==> config.mk <==
export PLATFORM = sky130hd
export DESIGN_NAME = adc_rdbk_ctrl
export DESIGN_NICKNAME = d
export VERILOG_FILES = /design/src/rtl/adc_rdbk_pkg.sv /design/src/rtl/adc_sync2.sv /design/src/rtl/adc_cycle_cnt.sv /design/src/rtl/adc_sck_gen.sv /design/src/rtl/adc_shift_in.sv /design/src/rtl/adc_rdbk_ctrl.sv
export SDC_FILE = /design/constraint.sdc
export NUM_CORES = 1
export LEC_CHECK = 0
export ABC_AREA = 1
export BUFFER_PORTS_ARGS = -buffer_cell sky130_fd_sc_hd__buf_2
export CAP_MARGIN = 20
export CORE_MARGIN = 2
export CORE_UTILIZATION = 50
export DETAILED_ROUTE_END_ITERATION = 16
export GPL_ROUTABILITY_DRIVEN = 0
export HOLD_SLACK_MARGIN = 0.08
export PLACE_DENSITY = 0.8
export SLEW_MARGIN = 15
export SYNTH_ARGS = -nofsm -noshare
export SYNTH_HDL_FRONTEND = slang
export SYNTH_SLANG_ARGS = --single-unit
==> constraint.sdc <==
create_clock -name clk -period 1.7 [get_ports clk]
set_input_delay 0.425 -clock clk [delete_from_list [all_inputs] [get_ports clk]]
set_output_delay 0.425 -clock clk [all_outputs]
set_load 0.05 [all_outputs]
==> src/rtl/adc_rdbk_pkg.sv <==
package adc_rdbk_pkg;

    typedef enum logic [2:0] {
        ST_IDLE   = 3'd0,
        ST_LAUNCH = 3'd1,
        ST_CONV   = 3'd2,
        ST_READ   = 3'd3,
        ST_TERM   = 3'd4,
        ST_ACQ    = 3'd5
    } rd_state_t;

endpackage

==> src/rtl/adc_sync2.sv <==
module adc_sync2 #(
    parameter logic RST_VAL = 1'b1
) (
    input  logic clk,
    input  logic rst_n,
    input  logic d,
    output logic q
);
    logic meta;

    always_ff @(posedge clk or negedge rst_n) begin
        if (!rst_n) begin
            meta <= RST_VAL;
            q    <= RST_VAL;
        end else begin
            meta <= d;
            q    <= meta;
        end
    end
endmodule

==> src/rtl/adc_cycle_cnt.sv <==
module adc_cycle_cnt #(
    parameter int W = 8
) (
    input  logic         clk,
    input  logic         rst_n,
    input  logic         clr,
    output logic [W-1:0] cnt
);
    localparam logic [W-1:0] SAT = {W{1'b1}};

    always_ff @(posedge clk or negedge rst_n) begin
        if (!rst_n) begin
            cnt <= '0;
        end else if (clr) begin
            cnt <= '0;
        end else if (cnt != SAT) begin
            cnt <= cnt + 1'b1;
        end
    end
endmodule

==> src/rtl/adc_sck_gen.sv <==
module adc_sck_gen #(
    parameter int HALF = 2
) (
    input  logic clk,
    input  logic rst_n,
    input  logic en,
    output logic sck,
    output logic fall_now
);
    localparam int HW = (HALF > 1) ? $clog2(HALF) : 1;
    localparam logic [HW-1:0] HLAST = HW'(HALF - 1);

    logic [HW-1:0] half_cnt;

    always_ff @(posedge clk or negedge rst_n) begin
        if (!rst_n) begin
            half_cnt <= '0;
            sck      <= 1'b0;
        end else if (!en) begin
            half_cnt <= '0;
            sck      <= 1'b0;
        end else if (half_cnt == HLAST) begin
            half_cnt <= '0;
            sck      <= ~sck;
        end else begin
            half_cnt <= half_cnt + 1'b1;
        end
    end

    // High in the cycle whose closing edge drives sck from 1 to 0
    assign fall_now = en && sck && (half_cnt == HLAST);


    sck_fall_follow_chk: assert property (@(posedge clk) disable iff (!rst_n)
        fall_now |=> !sck);
endmodule

==> src/rtl/adc_shift_in.sv <==
module adc_shift_in #(
    parameter int W = 16
) (
    input  logic         clk,
    input  logic         rst_n,
    input  logic         shift_en,
    input  logic         bit_in,
    output logic [W-1:0] word_nxt
);
    logic [W-1:0] word;

    assign word_nxt = {word[W-2:0], bit_in};

    always_ff @(posedge clk or negedge rst_n) begin
        if (!rst_n) begin
            word <= '0;
        end else if (shift_en) begin
            word <= word_nxt;
        end
    end
endmodule

==> src/rtl/adc_rdbk_ctrl.sv <==
module adc_rdbk_ctrl
    import adc_rdbk_pkg::*;
#(
    parameter int DATA_W     = 16,
    parameter int SCK_HALF   = 2,
    parameter int T_SDI_HOLD = 4,
    parameter int T_CONV_MIN = 50,
    parameter int T_CONV_MAX = 160,
    parameter int T_ACQ      = 40,
    parameter int T_CYC_MIN  = 200
) (
    input  logic              clk,
    input  logic              rst_n,
    input  logic              run_i,
    input  logic              sdo_i,
    output logic              cnv_o,
    output logic              sdi_o,
    output logic              sck_o,
    output logic [DATA_W-1:0] sample_o,
    output logic              sample_vld_o,
    output logic              conv_err_o
);
    localparam int CONV_LIMIT = T_CONV_MAX + 4;
    localparam int NFALL      = DATA_W + 1;
    localparam int TMAX_A     = (CONV_LIMIT > T_ACQ) ? CONV_LIMIT : T_ACQ;
    localparam int TMR_MAX    = (TMAX_A > T_SDI_HOLD) ? TMAX_A : T_SDI_HOLD;
    localparam int TW         = $clog2(TMR_MAX + 1);
    localparam int CW         = $clog2(T_CYC_MIN + 1);
    localparam int FW         = $clog2(NFALL + 1);

    rd_state_t         state, state_nxt;
    logic [TW-1:0]     tmr;
    logic              tmr_clr;
    logic [CW-1:0]     cyc_cnt;
    logic              cyc_ok;
    logic [FW-1:0]     falls;
    logic              sdo_s, sdo_q, fall_det;
    logic              sck_en, fall_now, shift_en, last_fall;
    logic [DATA_W-1:0] word_nxt;
    logic              launch_go, timeout_hit;

    // ---------------- synchronizer and edge detect ----------------
    adc_sync2 #(.RST_VAL(1'b1)) u_sync (
        .clk   (clk),
        .rst_n (rst_n),
        .d     (sdo_i),
        .q     (sdo_s)
    );

    always_ff @(posedge clk or negedge rst_n) begin
        if (!rst_n) sdo_q <= 1'b1;
        else        sdo_q <= sdo_s;
    end

    assign fall_det = sdo_q & ~sdo_s;

    // ---------------- phase timer ----------------
    assign tmr_clr = (state_nxt != state);

    adc_cycle_cnt #(.W(TW)) u_tmr (
        .clk   (clk),
        .rst_n (rst_n),
        .clr   (tmr_clr),
        .cnt   (tmr)
    );

    // ---------------- start spacing counter ----------------
    assign launch_go = (state == ST_IDLE) && (state_nxt == ST_LAUNCH);
    assign cyc_ok    = (cyc_cnt >= CW'(T_CYC_MIN - 1));

    always_ff @(posedge clk or negedge rst_n) begin
        if (!rst_n) begin
            cyc_cnt <= CW'(T_CYC_MIN);
        end else if (launch_go) begin
            cyc_cnt <= '0;
        end else if (cyc_cnt != CW'(T_CYC_MIN)) begin
            cyc_cnt <= cyc_cnt + 1'b1;
        end
    end

    // ---------------- serial clock and capture ----------------
    assign sck_en = (state == ST_READ);

    adc_sck_gen #(.HALF(SCK_HALF)) u_sck (
        .clk      (clk),
        .rst_n    (rst_n),
        .en       (sck_en),
        .sck      (sck_o),
        .fall_now (fall_now)
    );

    always_ff @(posedge clk or negedge rst_n) begin
        if (!rst_n) begin
            falls <= '0;
        end else if (state != ST_READ) begin
            falls <= '0;
        end else if (fall_now) begin
            falls <= falls + 1'b1;
        end
    end

    assign shift_en  = fall_now && (falls != '0);
    assign last_fall = fall_now && (falls == FW'(NFALL - 1));

    adc_shift_in #(.W(DATA_W)) u_shift (
        .clk      (clk),
        .rst_n    (rst_n),
        .shift_en (shift_en),
        .bit_in   (sdo_s),
        .word_nxt (word_nxt)
    );

    assign timeout_hit = (tmr == TW'(CONV_LIMIT - 1));

    // ---------------- next state ----------------
    always_comb begin
        state_nxt = state;
        unique case (state)
            ST_IDLE:   if (run_i && cyc_ok)                  state_nxt = ST_LAUNCH;
            ST_LAUNCH: if (tmr == TW'(T_SDI_HOLD - 1))       state_nxt = ST_CONV;
            ST_CONV: begin
                if (fall_det)         state_nxt = ST_READ;
                else if (timeout_hit) state_nxt = ST_TERM;
            end
            ST_READ:   if (last_fall)                        state_nxt = ST_TERM;
            ST_TERM:                                         state_nxt = ST_ACQ;
            ST_ACQ:    if (tmr == TW'(T_ACQ - 1))            state_nxt = ST_IDLE;
            default:                                         state_nxt = ST_IDLE;
        endcase
    end

    // ---------------- state register ----------------
    always_ff @(posedge clk or negedge rst_n) begin
        if (!rst_n) state <= ST_IDLE;
        else        state <= state_nxt;
    end

    // ---------------- registered outputs ----------------
    always_ff @(posedge clk or negedge rst_n) begin
        if (!rst_n) begin
            cnv_o        <= 1'b0;
            sdi_o        <= 1'b1;
            sample_o     <= '0;
            sample_vld_o <= 1'b0;
            conv_err_o   <= 1'b0;
        end else begin
            cnv_o        <= (state_nxt == ST_LAUNCH) || (state_nxt == ST_CONV) ||
                            (state_nxt == ST_READ)   || (state_nxt == ST_TERM);
            sdi_o        <= !((state_nxt == ST_CONV) || (state_nxt == ST_READ));
            sample_vld_o <= (state == ST_READ) && last_fall;
            if ((state == ST_READ) && last_fall) begin
                sample_o <= word_nxt;
            end
            if (launch_go) begin
                conv_err_o <= 1'b0;
            end else if ((state == ST_CONV) && (state_nxt == ST_TERM)) begin
                conv_err_o <= 1'b1;
            end
        end
    end

    // ---------------- assertions ----------------

    cnv_rise_sdi_chk: assert property (@(posedge clk) disable iff (!rst_n)
        $rose(cnv_o) |-> sdi_o);


    sdi_drop_early_chk: assert property (@(posedge clk) disable iff (!rst_n)
        (state == ST_LAUNCH) |-> (tmr < TW'(T_CONV_MIN)));


    sdi_low_cnv_chk: assert property (@(posedge clk) disable iff (!rst_n)
        !sdi_o |-> cnv_o);


    sck_idle_chk: assert property (@(posedge clk) disable iff (!rst_n)
        !cnv_o |-> !sck_o);


    vld_pulse_chk: assert property (@(posedge clk) disable iff (!rst_n)
        sample_vld_o |=> !sample_vld_o);


    vld_term_chk: assert property (@(posedge clk) disable iff (!rst_n)
        sample_vld_o |-> (cnv_o && sdi_o));


    vld_then_cnv_low_chk: assert property (@(posedge clk) disable iff (!rst_n)
        sample_vld_o |=> !cnv_o);


    cnv_space_chk: assert property (@(posedge clk) disable iff (!rst_n)
        $rose(cnv_o) |-> $past(cyc_ok));


    err_no_vld_chk: assert property (@(posedge clk) disable iff (!rst_n)
        $rose(conv_err_o) |-> !sample_vld_o);
endmodule

== Word-level counts from Yosys, hierarchy flattened ==
Cells that the tools add are included.

* Register bits: 64
* Output and inout bits: 21

* Add/subtract/negate cells: 4
* Bitwise operators: 3
* Eq/ne operators: 18
* Order comparisons: 1
* Reductions and logical operators: 19
* Multiplexer cells: 19

{| class="wikitable"
|+ Operators with widths
! cell !! number
|-
| $mux 8 || 4
|-
| $mux 3 || 6
|-
| $pmux 3 s6 || 1
|-
| $add 8x1->8 const B || 2
|-
| $ne 8x8->1 const B || 2
|-
| $eq 3x2->1 const B || 4
|-
| $mux 5 || 2
|-
| $eq 3x3->1 const B || 3
|-
| $eq 8x2->1 const B || 1
|-
| $eq 8x6->1 const B || 1
|-
| $eq 8x8->1 const B || 1
|-
| $ge 8x8->1 const B || 1
|-
| $logic_and 1x1->1 || 8
|-
| $reduce_bool 2->1 || 4
|-
| $eq 3x1->1 const B || 2
|-
| $mux 1 || 6
|-
| $add 5x1->5 const B || 1
|-
| $eq 5x5->1 const B || 1
|-
| $reduce_bool 5->1 || 1
|-
| $logic_or 1x1->1 || 4
|-
| $logic_not 3->1 || 1
|-
| $ne 3x2->1 const B || 1
|-
| $ne 3x3->1 || 1
|-
| $ne 2x2->1 const B || 1
|-
| 4 further kinds || 5
|}

== Longest topological paths before layout ==
Gate-level depths: netlist of the first run.

* Word-level depth: 10
* Gate-level depth with buffers: 11
* Depth with buffers taken out: 11

== Hierarchy ==
A second synthesis of the first run with hierarchy kept.

* Cells, all modules: 367
* Area, all modules: 3079.2 um^2

{| class="wikitable"
|+ By module, submodules not included
! module !! area an instance (um^2) !! times used !! cells an instance
|-
| adc_rdbk_ctrl || 1843.0 || 1 || 231
|-
| adc_shift_in || 628.1 || 1 || 65
|-
| adc_cycle_cnt || 476.7 || 1 || 60
|-
| adc_sck_gen || 78.8 || 1 || 9
|-
| adc_sync2 || 52.6 || 1 || 2
|}

== Least setup slack after synthesis of the first run ==
Ideal clock, no wire load.

* Path kind: reg2reg
* Start: register u_sck.sck
* End: register cnv_o
* Setup slack: 0.048 ns
* Data required time: 1.583 ns
* Path buffers: 0
* Clock period less this slack: 1.652 ns
* Data arrival time: 1.534 ns
* Cell stages (with the launch flop): 10
* Path through: dfrtp_1 nand2_1 nor2_4 nand2_4 nand2_4 nand3_2 nor2_1 nand2_1 nand2_1 nand2_1

* Longest elaborated chain between the ends: 9
* Elaborated cells between the ends (all ways): 12
* Classes of those cells: 4 x eq/ne; 2 x mux; 6 x reduce/logical

{| class="wikitable"
|+ RTL lines
! item !! line !! RTL
|-
| start: declaration || adc_sck_gen.sv:7 || <nowiki>output logic sck,</nowiki>
|-
| start signal: assignment || adc_sck_gen.sv:24 || <nowiki>sck <= ~sck;</nowiki>
|-
| $logic_and 1x1->1 (*) (2 in series) || adc_sck_gen.sv:31 || <nowiki>assign fall_now = en && sck && (half_cnt == HLAST);</nowiki>
|-
| $logic_and 1x1->1 (*) || adc_rdbk_ctrl.sv:103 || <nowiki>assign last_fall = fall_now && (falls == FW'(NFALL - 1));</nowiki>
|-
| $mux 3 (*) || adc_rdbk_ctrl.sv:125 || <nowiki>ST_READ: if (last_fall) state_nxt = ST_TERM;</nowiki>
|-
| $pmux 3 s6 (*) || adc_rdbk_ctrl.sv:118 || <nowiki>unique case (state)</nowiki>
|-
| $eq 3x1->1 / $eq 3x2->1 (equally long branches) || adc_rdbk_ctrl.sv:147 || <nowiki>cnv_o <= (state_nxt == ST_LAUNCH) || (state_nxt == ST_CONV) ||</nowiki>
|-
| $logic_or 1x1->1 (2 in series) || adc_rdbk_ctrl.sv:147 ||
|-
| $logic_or 1x1->1 (*) || adc_rdbk_ctrl.sv:148 || <nowiki>(state_nxt == ST_READ) || (state_nxt == ST_TERM);</nowiki>
|-
| end signal: assignment || adc_rdbk_ctrl.sv:147 ||
|-
| end: declaration || adc_rdbk_ctrl.sv:16 || <nowiki>output logic cnv_o,</nowiki>
|}

Mark *: on every way between the ends. The rest lies on a longest branch, timed or not.
A chain may end at the register's enable or synchronous reset.

== Worst setup path after layout of the first run ==
* Start: register u_tmr.cnt[1]
* End: register u_tmr.cnt[2]

* Longest elaborated chain between the ends: 6
* Elaborated cells between the ends (all ways): 14
* Classes of those cells: 1 x add/sub; 5 x eq/ne; 7 x mux; 1 x reduce/logical

{| class="wikitable"
|+ RTL lines
! item !! line !! RTL
|-
| start: declaration || adc_cycle_cnt.sv:7 || <nowiki>output logic [W-1:0] cnt</nowiki>
|-
| start signal: assignment || adc_cycle_cnt.sv:17 || <nowiki>cnt <= cnt + 1'b1;</nowiki>
|-
| $eq 8x8->1 || adc_rdbk_ctrl.sv:113 || <nowiki>assign timeout_hit = (tmr == TW'(CONV_LIMIT - 1));</nowiki>
|-
| $mux 3 || adc_rdbk_ctrl.sv:123 || <nowiki>else if (timeout_hit) state_nxt = ST_TERM;</nowiki>
|-
| $mux 3 || adc_rdbk_ctrl.sv:122 || <nowiki>if (fall_det) state_nxt = ST_READ;</nowiki>
|-
| $pmux 3 s6 || adc_rdbk_ctrl.sv:118 ||
|-
| $ne 3x3->1 || adc_rdbk_ctrl.sv:58 || <nowiki>assign tmr_clr = (state_nxt != state);</nowiki>
|-
| $mux 8 / $reduce_bool 2->1 (equally long branches) || -- ||
|}

Parallel ways exist; a longest one is shown, timed or not. The select of a mux whose other input is x is not followed.

==> results.toml, run 1 <==
[drt]
first_iter_violations = 138
remaining_drc_errors = 0
avgViaCountPerCell = 5.069
wire_per_inst_um = 12.36
num_vias = 2210
wl_mm = 5.387
ant_nets = 0
firstDrtPassIters = 4

[floorplan]
fp.coreArea_um2 = 5473
start_util = 0.5142
dieWidth_um = 79.02
die-height_um = 79.02
die_area_um2 = 6244
rows = 27
io_pins = 25

[hold_path]
hold_path_class = "in -> reg"

[timing]
setup_violations = 0
fin_crit_ns = 1.629
fin_ws_ns = 0.07087
hold_viol_final = 0
slew_viol_final = 0
finalClockSkew_ns = 0.008318
hold_slack_ns = 0.1769
relSlewSlack = 0.6554
fin_crit_sh = 0.9583
worst_pin_slew_ns = 0.5169
fmax_mhz = 613.8

[setup_path]
critPathMaxFanout = 4
crit_arrival_ns = 1.90
r2r_start = "u_tmr.cnt[1]$_DFFE_PN0P_"
rr_endpoint = "u_tmr.cnt[2]$_DFFE_PN0P_"
worstSetupEndpointType = "flop"
cp-startpoint = "u_tmr.cnt[1]$_DFFE_PN0P_"
critPathLaunchType = "flop"
cp.required_ns = 1.97
reg2regPathDepth = 9
crit_end = "u_tmr.cnt[2]$_DFFE_PN0P_"
critical_path_class = "reg -> reg"
r2r_slack_ns = 0.07

[layout]
fillCellCount = 446
multi_input_area_um2 = 1046
final_common_cell = "nand2_1"
instances_no_fill = 436
final_cell_mix = "nand2_1 (65), dfrtp_1 (57), inv_1 (43)"
n_antenna_cell = 0
fin_nets = 368
final_core_util = 0.6127
area_growth_pct = 19.16
drive_gt1_frac = 0.1923
seq_area_um2 = 1610

[logic_synthesis]
ys_warn_count = 0
ys_seq_area_frac = 0.5723
synth_top_area_cell = "dfrtp_1"
synthCells = 322
synth_area_leaders = "dfrtp_1 (51%), nand2_1 (8.8%), o21ai_0 (7.3%)"
syn_avg_cell_area_um2 = 8.739
synth.ff_latch_count = 64
synth_nets = 331
synth_top_area_frac = 0.5069
syn_area_um2 = 2814
ys_types = 25

[clocking]
clock_sinks = 64
cts_root_buffer = "clkbuf_8"
cts_buffer_depth = 2
cts_tree = "yes"
cts_max_level = 3
clk_latency_ns = 0.34
path_clk_slew_ns = 0.07
cts-buffers-inserted = 9

[global_route]
grt_use_total = 0.1909
grt_pass1_wl_mm = 9.149
grt_start_max_net_pins = 32
overflow = 0
antenna_found_initial = 0
grt_pass1_vias = 2125

[pwr]
ir_drop_uv = 833.6
switching_share = 0.3412
totalPowerFinal_mw = 4.558
p_leak_nw = 1.642
p_switching_mw = 1.555
p_seq_frac = 0.437
intPower_mw = 3.003
clock_power_share = 0.319
pwr-share-comb = 0.244
power_density_nw_per_um2 = 1359

[job]
cap_violations = 0

[place]
place.detailed.hpwl_mm = 3.663
dp_cells = 416
port_buffers = 24
place_ws_ns = 0.07183

[outcome]
outcome = "complete, no violations"
logic make-up (layout without fill, tap and decap cells):
logic type / Yosys count / in the layout / share of synthesized area
simple gates: 144 / 144 / 0.2223
buf+inv: 52 / 94 / 0.06936
fa+ha+maj: 5 / 5 / 0.02223
flops: 64 / 64 / 0.5723
compound gates: 50 / 50 / 0.09204
xor+xnor: 7 / 7 / 0.02179
layout make-up:
cell class	count	share of cell area
well taps	72	0.02687
repair buffers	32	0.06194
multi-input cells	206	0.3119
flip-flops and latches	64	0.4802
clock inverters	7	0.03060
clock buffers	9	0.03694
inverters	46	0.05149
state kept, by name, summed over array words and instances (netlist names):
register	cells
falls	5
u_shift.word	15
sdi_o	1
cnv_o	1
conv_err_o	1
state	3
u_sck.sck	1
u_sck.half_cnt	1
sample_o	16
sdo_q	1
u_sync.meta	1
sample_vld_o	1
cyc_cnt	8
u_tmr.cnt	8
u_sync.q	1
timing repair:
action,in CTS,in global routing
hold buffers,1,0
setup endpoints to repair,0,9
setup buffers,0,3
resized for setup,0,12
endpoints found under the hold margin,17,0
synthesized netlist by cell type:
master    instances
a21oi_1           5
a31oi_1           2
clkbuf_1          6
clkinv_1          1
dfrtp_1          57
dfstp_2           7
ha_1              5
inv_1            43
inv_2             2
nand2_1          66
nand2_2           1
nand2_4           2
nand3_1          13
nand3_2           2
nand4_1           4
nor2_1           44
nor2_2            2
nor2_4            1
nor3_1            7
nor3b_1           2
o21ai_0          41
o21ai_2           1
o31ai_1           1
xnor2_1           2
xor2_1            5
critical path, stage by stage, from the launching register on:
cell	delay, ns
dfrtp_1	0.43
ha_4	0.19
nand2_4	0.07
nor2_4	0.14
nand4_1	0.20
nor2_4	0.21
inv_2	0.08
nand3_1	0.07
o21ai_0	0.08
nor2_1	0.09
power by group through the flow:
stage,Clock [mW],Combinational [mW],Sequential [mW]
global placement,0,1.01,1.98
CTS,1.50,1.05,1.97
detailed placement,0,1.05,2.00
finish,1.46,1.11,1.99
global route,1.55,1.26,2.02
floorplan,0,0.682,2.08
worst min-delay path by stage:
stage,startpoint,to,slack [ns],cells past startpoint
final,sdo_i,u_sync.meta$_DFF_PN1_,0.18,1
after global routing,sdo_i,u_sync.meta$_DFF_PN1_,0.16,1
after CTS,sdo_i,u_sync.meta$_DFF_PN1_,0.15,1
after detailed placement,u_sync.meta$_DFF_PN1_,u_sync.q$_DFF_PN1_,0.35,0
after global placement,u_sync.meta$_DFF_PN1_,u_sync.q$_DFF_PN1_,0.35,0
after floorplan,rst_n,cnv_o$_DFF_PN0_,0.13,0
layer usage:
layer | track usage | up-vias | part of all wire
met4 | 0.1017 | 0 | 0.018
met3 | 0.05568 | 9 | 0.045
met5 | 0 | - | 0
met1 | 0.2295 | 1047 | 0.44
li1 | - | 1091 | -
met2 | 0.3102 | 63 | 0.49
stage by stage:
stage | TNS (ns) | area (um^2)
6_report | 0 | 3353
5_1_grt | -0.01003 | 3353
4_1_cts | 0 | 3293
3_5_place_dp | 0 | 3057
3_3_place_gp | 0 | 3057
2_1_floorplan | 0 | 2814
Note: power is estimated with default switching activity, not from simulation.
==> run 2, diff against run 1 <==
--- a/config.mk
+++ b/config.mk
@@ -14,7 +14,8 @@
 export GPL_ROUTABILITY_DRIVEN = 0
 export HOLD_SLACK_MARGIN = 0.08
 export PLACE_DENSITY = 0.8
-export SLEW_MARGIN = 15
+export SETUP_SLACK_MARGIN = 0.5
+export SLEW_MARGIN = 0
 export SYNTH_ARGS = -nofsm -noshare
 export SYNTH_HDL_FRONTEND = slang
 export SYNTH_SLANG_ARGS = --single-unit
==> run 2 against run 1 <==
  * Worst setup slack worse by 0.040 ns
  * Via count up 21%
  * Global-route usage up 2.7 points
  * Critical path depth down 2
  * Combinational power up 68%
  * Wire length up 64%
  * Critical endpoint is now sdi_o$_DFF_PN1_
  * Largest power group unchanged
==> results.toml, run 2 (synthesized netlist as in run 1, its figures left out) <==
[floorplan]
io_pins = 25
die-height_um = 79.02
rows = 27
die_area_um2 = 6244
start_util = 0.5142
fp.coreArea_um2 = 5473
dieWidth_um = 79.02

[layout]
final_core_util = 0.8240
area_growth_pct = 60.25
reg.largest.list = "sample_o (16), u_shift.word (15)"
fin_nets = 423
n_antenna_cell = 0
final_common_cell = "dfrtp_1"
largest_reg_flops = 16
fillCellCount = 259
final_area_um2 = 4509
seq_area_um2 = 1614
final_cell_mix = "dfrtp_1 (54), buf_4 (42), nand2_1 (32), inv_1 (32)"
multi_input_area_um2 = 1518
regMostFlops = "sample_o"
drive_gt1_frac = 0.5274

[drt]
ant_nets = 0
avgViaCountPerCell = 5.452
wl_mm = 8.856
wire_per_inst_um = 18.04
remaining_drc_errors = 0
num_vias = 2677
first_iter_violations = 291
firstDrtPassIters = 4

[timing]
tns_ns = 0
hold_viol_final = 0
fmax_mhz = 599.0
relSlewSlack = 0.6138
fin_crit_ns = 1.669
finalClockSkew_ns = 0.01883
rsz0062_at_grt = "yes"
worst_pin_slew_ns = 0.5733
fin_crit_sh = 0.9820
setup_violations = 0
slew_viol_final = 0

[job]
cap_violations = 0

[global_route]
grt_use_total = 0.2177
grt_pass1_vias = 2315
overflow = 0
grt_use_met1 = 0.2588
grt_start_max_net_pins = 65
grt_use_met3 = 0.06705
use_met2 = 0.3695
grt_pass1_wl_mm = 10.44
antenna_found_initial = 0
top_usage_layer = "met2"

[setup_path]
critPathLaunchType = "flop"
r2r_slack_ns = 0.03
crit_arrival_ns = 1.95
critPathMaxFanout = 4
r2r_start = "u_tmr.cnt[1]$_DFFE_PN0P_"
cp-startpoint = "u_tmr.cnt[1]$_DFFE_PN0P_"
worstSetupEndpointType = "flop"
critical_path_class = "reg -> reg"
cp.required_ns = 1.98

[pwr]
ir_drop_uv = 1214
p_leak_nw = 2.126
power_density_nw_per_um2 = 1209

[hold_path]
hold_path_class = "in -> async"

[place]
place.detailed.hpwl_mm = 3.539
port_buffers = 24
place_area_um2 = 3100

[clocking]
cts_buffer_depth = 2
cts_root_buffer = "clkbuf_8"
clock_sinks = 64
cts_max_level = 3
cts-buffers-inserted = 9
clk_latency_ns = 0.36
path_clk_slew_ns = 0.09
cts_tree = "yes"

[outcome]
outcome = "complete, no violations"
-- run 2: cell types whose count changed in the layout (fill, tap and decap cells not counted), moves of 21 or more --
cell / delta
o21ai_0: -30
buf_2: -21
nand2_1: -33
buf_4: +37
buf_6: +31
o21ai_2: +22
-- run 2: area by class of cell --
class	count	area share
clock buffer	9	0.02747
clock inverter	7	0.02303
inverter	46	0.03996
multi-input combinational	207	0.3366
sequential	64	0.3579
tap	72	0.01998
timing repair buffer	85	0.1940
timing repair inverter	1	0.001110
-- run 2: metrics by stage --
step,hold slack [ns],setup WS [ns],power [mW],cells
after floorplan,0.1294,0.2890,2.796,322
after CTS,0.08848,0.1143,5.069,461
final,0.05855,0.03067,5.451,491
after global placement,0.3461,0.01255,3.011,418
after global routing,0.09338,-0.04231,5.694,491
after detailed placement,0.3473,-0.08625,3.065,418
-- run 2: final timing paths --
path | cells after the start | to
worst max-delay path | 7 | sdi_o$_DFF_PN1_
worst min-delay path | 2 | u_shift.word[14]$_DFFE_PN0P_
min in group clk | 1 | u_sync.meta$_DFF_PN1_
worst min register to register | 0 | u_sync.q$_DFF_PN1_
worst max register to register | 7 | sdi_o$_DFF_PN1_
max in group asynchronous | 2 | cyc_cnt[6]$_DFFE_PN1P_
-- run 2: report_power, final --
group / total [mW] / switching (mW) / internal [mW] / leakage [nW]
Sequential: 2.05 / 0.263 / 1.78 / 0.842
Combinational: 1.87 / 1.07 / 0.808 / 1.17
Clock: 1.53 / 0.687 / 0.843 / 0.114
-- run 2: critical path: stages, from the launching register on --
cell and delay [ns]:
dfrtp_1 0.42, ha_4 0.19, nand2_1 0.14, nor3_1 0.07, o21ai_0 0.47, nor2_4 0.05, buf_4 0.16, buf_6 0.10
-- run 2: layer usage --
metal	vias up	wire length [um]
met3	23	367
met2	98	4807
li1	1210	-
met4	0	313
met1	1346	3368
met5	-	0
-- run 2: repair_timing --
| action | 4_1_cts | 5_1_grt |
|---|---|---|
| resized for setup | 89 | 97 |
| setup endpoints to repair | 79 | 79 |
| buffers inserted | 26 | 24 |
| hold buffers | 0 | 0 |
| gates cloned | 1 | 6 |
| pin swaps | 17 | 28 |
==> run 3, diff against run 2 <==
--- a/config.mk
+++ b/config.mk
@@ -5,9 +5,7 @@
 export SDC_FILE = /design/constraint.sdc
 export NUM_CORES = 1
 export LEC_CHECK = 0
-export ABC_AREA = 1
 export BUFFER_PORTS_ARGS = -buffer_cell sky130_fd_sc_hd__buf_2
-export CAP_MARGIN = 20
 export CORE_MARGIN = 2
 export CORE_UTILIZATION = 50
 export DETAILED_ROUTE_END_ITERATION = 16
==> run 3 against run 2 <==
  * The flow now finishes with violations (negative setup slack)
  * Count of clock-buffer cells in the layout unchanged
  * Fmax down 23%
  * Synthesized area up 2.0%
  * Synthesized cell count down 28%
  * Clock skew down 0.0052 ns
  * Wire length down 6.3%
  * Sequential share of layout area up 0.96 points
  * Global-route usage up 3.5 points
  * First-iteration DRC count down 47%
  * Clock power down 4%
  * Sequential cell count unchanged
  * Total power down 21%
  * Critical path type unchanged
  * Critical endpoint is now u_tmr.cnt[6]$_DFFE_PN0P_
  * Largest power group unchanged
  * Highest routed layer unchanged
==> results.toml, run 3 <==
[logic_synthesis]
syn_avg_cell_area_um2 = 12.31
ys_seq_area_frac = 0.5613
ys_warn_count = 0
async_flop_share = 1.000
synthCells = 233
syn_area_um2 = 2869
synth_top_area_frac = 0.4972
synth_area_leaders = "dfrtp_1 (50%), mux2_2 (13%), dfstp_2 (6.4%)"
synth_flop_cell = "dfrtp_1"
ys_types = 48
synth.ff_latch_count = 64
synth-edff-count = 0
yosysMostFrequentCell = "dfrtp_1"
synth_nets = 242
yosys-top-cells-count = "dfrtp_1 (57), mux2_2 (33), nor2_1 (27)"
synth_top_area_cell = "dfrtp_1"

[timing]
hold_viol_final = 0
fmax_mhz = 461.6
worst_pin_slew_ns = 0.4611
setup_violations = 42
rsz0062_at_grt = "yes"
finalClockSkew_ns = 0.01365
fin_crit_ns = 2.166
slew_viol_final = 0
relSlewSlack = 0.6926
fin_crit_sh = 1.274
fin_ws_ns = -0.4663

[layout]
area_growth_pct = 52.81
reg.largest.list = "sample_o (16), u_shift.word (15)"
final_common_cell = "dfrtp_1"
instances_no_fill = 400
n_antenna_cell = 0
regMostFlops = "sample_o"
largest_reg_flops = 16
final_cell_mix = "dfrtp_1 (56), buf_4 (44), mux2_4 (33)"
fin_nets = 332
drive_gt1_frac = 0.5945

[place]
dp_cells = 351
port_buffers = 24
place.detailed.hpwl_mm = 3.787

[setup_path]
cp-startpoint = "u_tmr.cnt[0]$_DFFE_PN0P_"
r2r_start = "u_tmr.cnt[0]$_DFFE_PN0P_"
crit_arrival_ns = 2.42
max_stage_delay_ns = 0.51
cp.required_ns = 1.95
critPathLaunchType = "flop"
crit_chain = "ha_2, or4b_4, o41ai_4, nand4_2, mux2i_4, nor3_1"
crit_slowest_cell = "or4b_4"
cp_top_family = "simple AND/OR/NAND/NOR gates"
reg2regPathDepth = 6
path_depth = 6
critPathMaxFanout = 8
critical_path_class = "reg -> reg"
worstSetupEndpointType = "flop"
crit_buf_inv = 0

[outcome]
violations = "negative setup slack"
outcome = "finished, violations left"

[pwr]
power_density_nw_per_um2 = 976.9
pwr-share-comb = 0.253
p_seq_frac = 0.403
clock_power_share = 0.344
totalPowerFinal_mw = 4.283
p_switching_mw = 1.329
switching_share = 0.3104
ir_drop_uv = 684.9
p_leak_nw = 1.982
intPower_mw = 2.954

[floorplan]
die_area_um2 = 6360
dieWidth_um = 79.75
die-height_um = 79.75
io_pins = 25
start_util = 0.5178
rows = 27
fp.coreArea_um2 = 5540

[global_route]
antenna_found_initial = 0
grt_pass1_wl_mm = 11.86
grt_use_total = 0.2526
overflow = 0
grt_start_max_net_pins = 65
grt_pass1_vias = 2307

[clocking]
clk_latency_ns = 0.35
cts-buffers-inserted = 9
clock_sinks = 64
cts_max_level = 3
holdBufCountCts = 0
cts_buffer_depth = 2
path_clk_slew_ns = 0.08
cts_tree = "yes"
cts_root_buffer = "clkbuf_8"

[drt]
remaining_drc_errors = 0
avgViaCountPerCell = 5.795
wl_mm = 8.297
wire_per_inst_um = 20.74
ant_nets = 0
num_vias = 2318
firstDrtPassIters = 4
first_iter_violations = 155

[hold_path]
hold_path_class = "in -> async"

[job]
cap_violations = 0
==> run 3: worst reg2reg max path: cells and delay by family, from the launching register on <==
family / cells / cell delay [ns]
mux: 1 / 0.28
simple gates: 3 / 0.96
flops: 1 / 0.39
fa+ha+maj: 1 / 0.20
compound gates: 1 / 0.24
==> run 3: cell type report <==
| type | count | area [um^2] |
|---|---|---|
| Inverter | 6 | 30.03 |
| Timing Repair Buffer | 87 | 883.3 |
| Sequential cell | 64 | 1612 |
| Clock buffer | 9 | 123.9 |
| Tap cell | 72 | 90.09 |
| Fill cell | 287 | 1156 |
| Clock inverter | 7 | 95.09 |
| Multi-Input combinational cell | 155 | 1550 |
==> run 3: logic make-up (layout without fill, tap and decap cells) <==
kind of cell / count (synthesis) / count (layout) / synth area share
AOI/OAI and AO/OA: 24 / 24 / 0.05888
xor gates and xnor gates: 12 / 12 / 0.03663
adders and majority gates: 5 / 5 / 0.02181
buffers and inverters: 14 / 109 / 0.03707
DFF: 64 / 64 / 0.5613
muxes: 36 / 36 / 0.1413
and+or+nand+nor: 78 / 78 / 0.1430
==> run 3: final timing paths <==
check | end | slack, ns
max in group asynchronous | cyc_cnt[3]$_DFFE_PN1P_ | 1.31
hold reg to reg | u_sync.q$_DFF_PN1_ | 0.36
min in group clk | u_sync.meta$_DFF_PN1_ | 0.17
setup / recovery | u_tmr.cnt[6]$_DFFE_PN0P_ | -0.47
hold / removal | sample_o[9]$_DFFE_PN0P_ | 0.08
setup reg to reg | u_tmr.cnt[6]$_DFFE_PN0P_ | -0.47
==> run 3: metal layers <==
| metal | up-vias | part of all wire | track usage |
|---|---|---|---|
| met3 | 27 | 0.043 | 0.04977 |
| met1 | 1190 | 0.39 | 0.3195 |
| met5 | - | 0 | 0 |
| li1 | 1001 | - | - |
| met2 | 100 | 0.53 | 0.4185 |
| met4 | 0 | 0.032 | 0.1186 |
==> run 3: per-stage QoR <==
step / cell area (um^2) / setup TNS (ns) / util / worst slack, ns / hold WS, ns
2_1_floorplan: 3109 / -4.630 / - / -0.2843 / 0.1294
3_3_place_gp: 3485 / -3.604 / 0.6290 / -0.3652 / 0.3455
3_5_place_dp: 3485 / -5.442 / 0.6290 / -0.3968 / 0.3468
4_1_cts: 4133 / -4.674 / 0.7459 / -0.3447 / 0.09140
5_1_grt: 4384 / -10.59 / 0.7913 / -0.4958 / 0.09714
6_report: 4384 / -7.944 / 0.7913 / -0.4663 / 0.07976
==> run 3: power by group through the flow <==
| stage | combinational, mW | clock [mW] | sequential [mW] |
|---|---|---|---|
| final | 1.08 | 1.47 | 1.72 |
| after global routing | 1.13 | 1.57 | 1.73 |
| after CTS | 0.826 | 1.46 | 1.70 |
| after detailed placement | 0.754 | 0 | 1.72 |
| after global placement | 0.733 | 0 | 1.71 |
| after floorplan | 0.515 | 0 | 1.78 |
==> run 3: repair_timing <==
item / 4_1_cts / 5_1_grt
gates resized for setup: 74 / 31
setup buffers: 17 / 14
setup endpoints to repair: 75 / 76
cloned: 2 / 0
pin swaps: 5 / 15
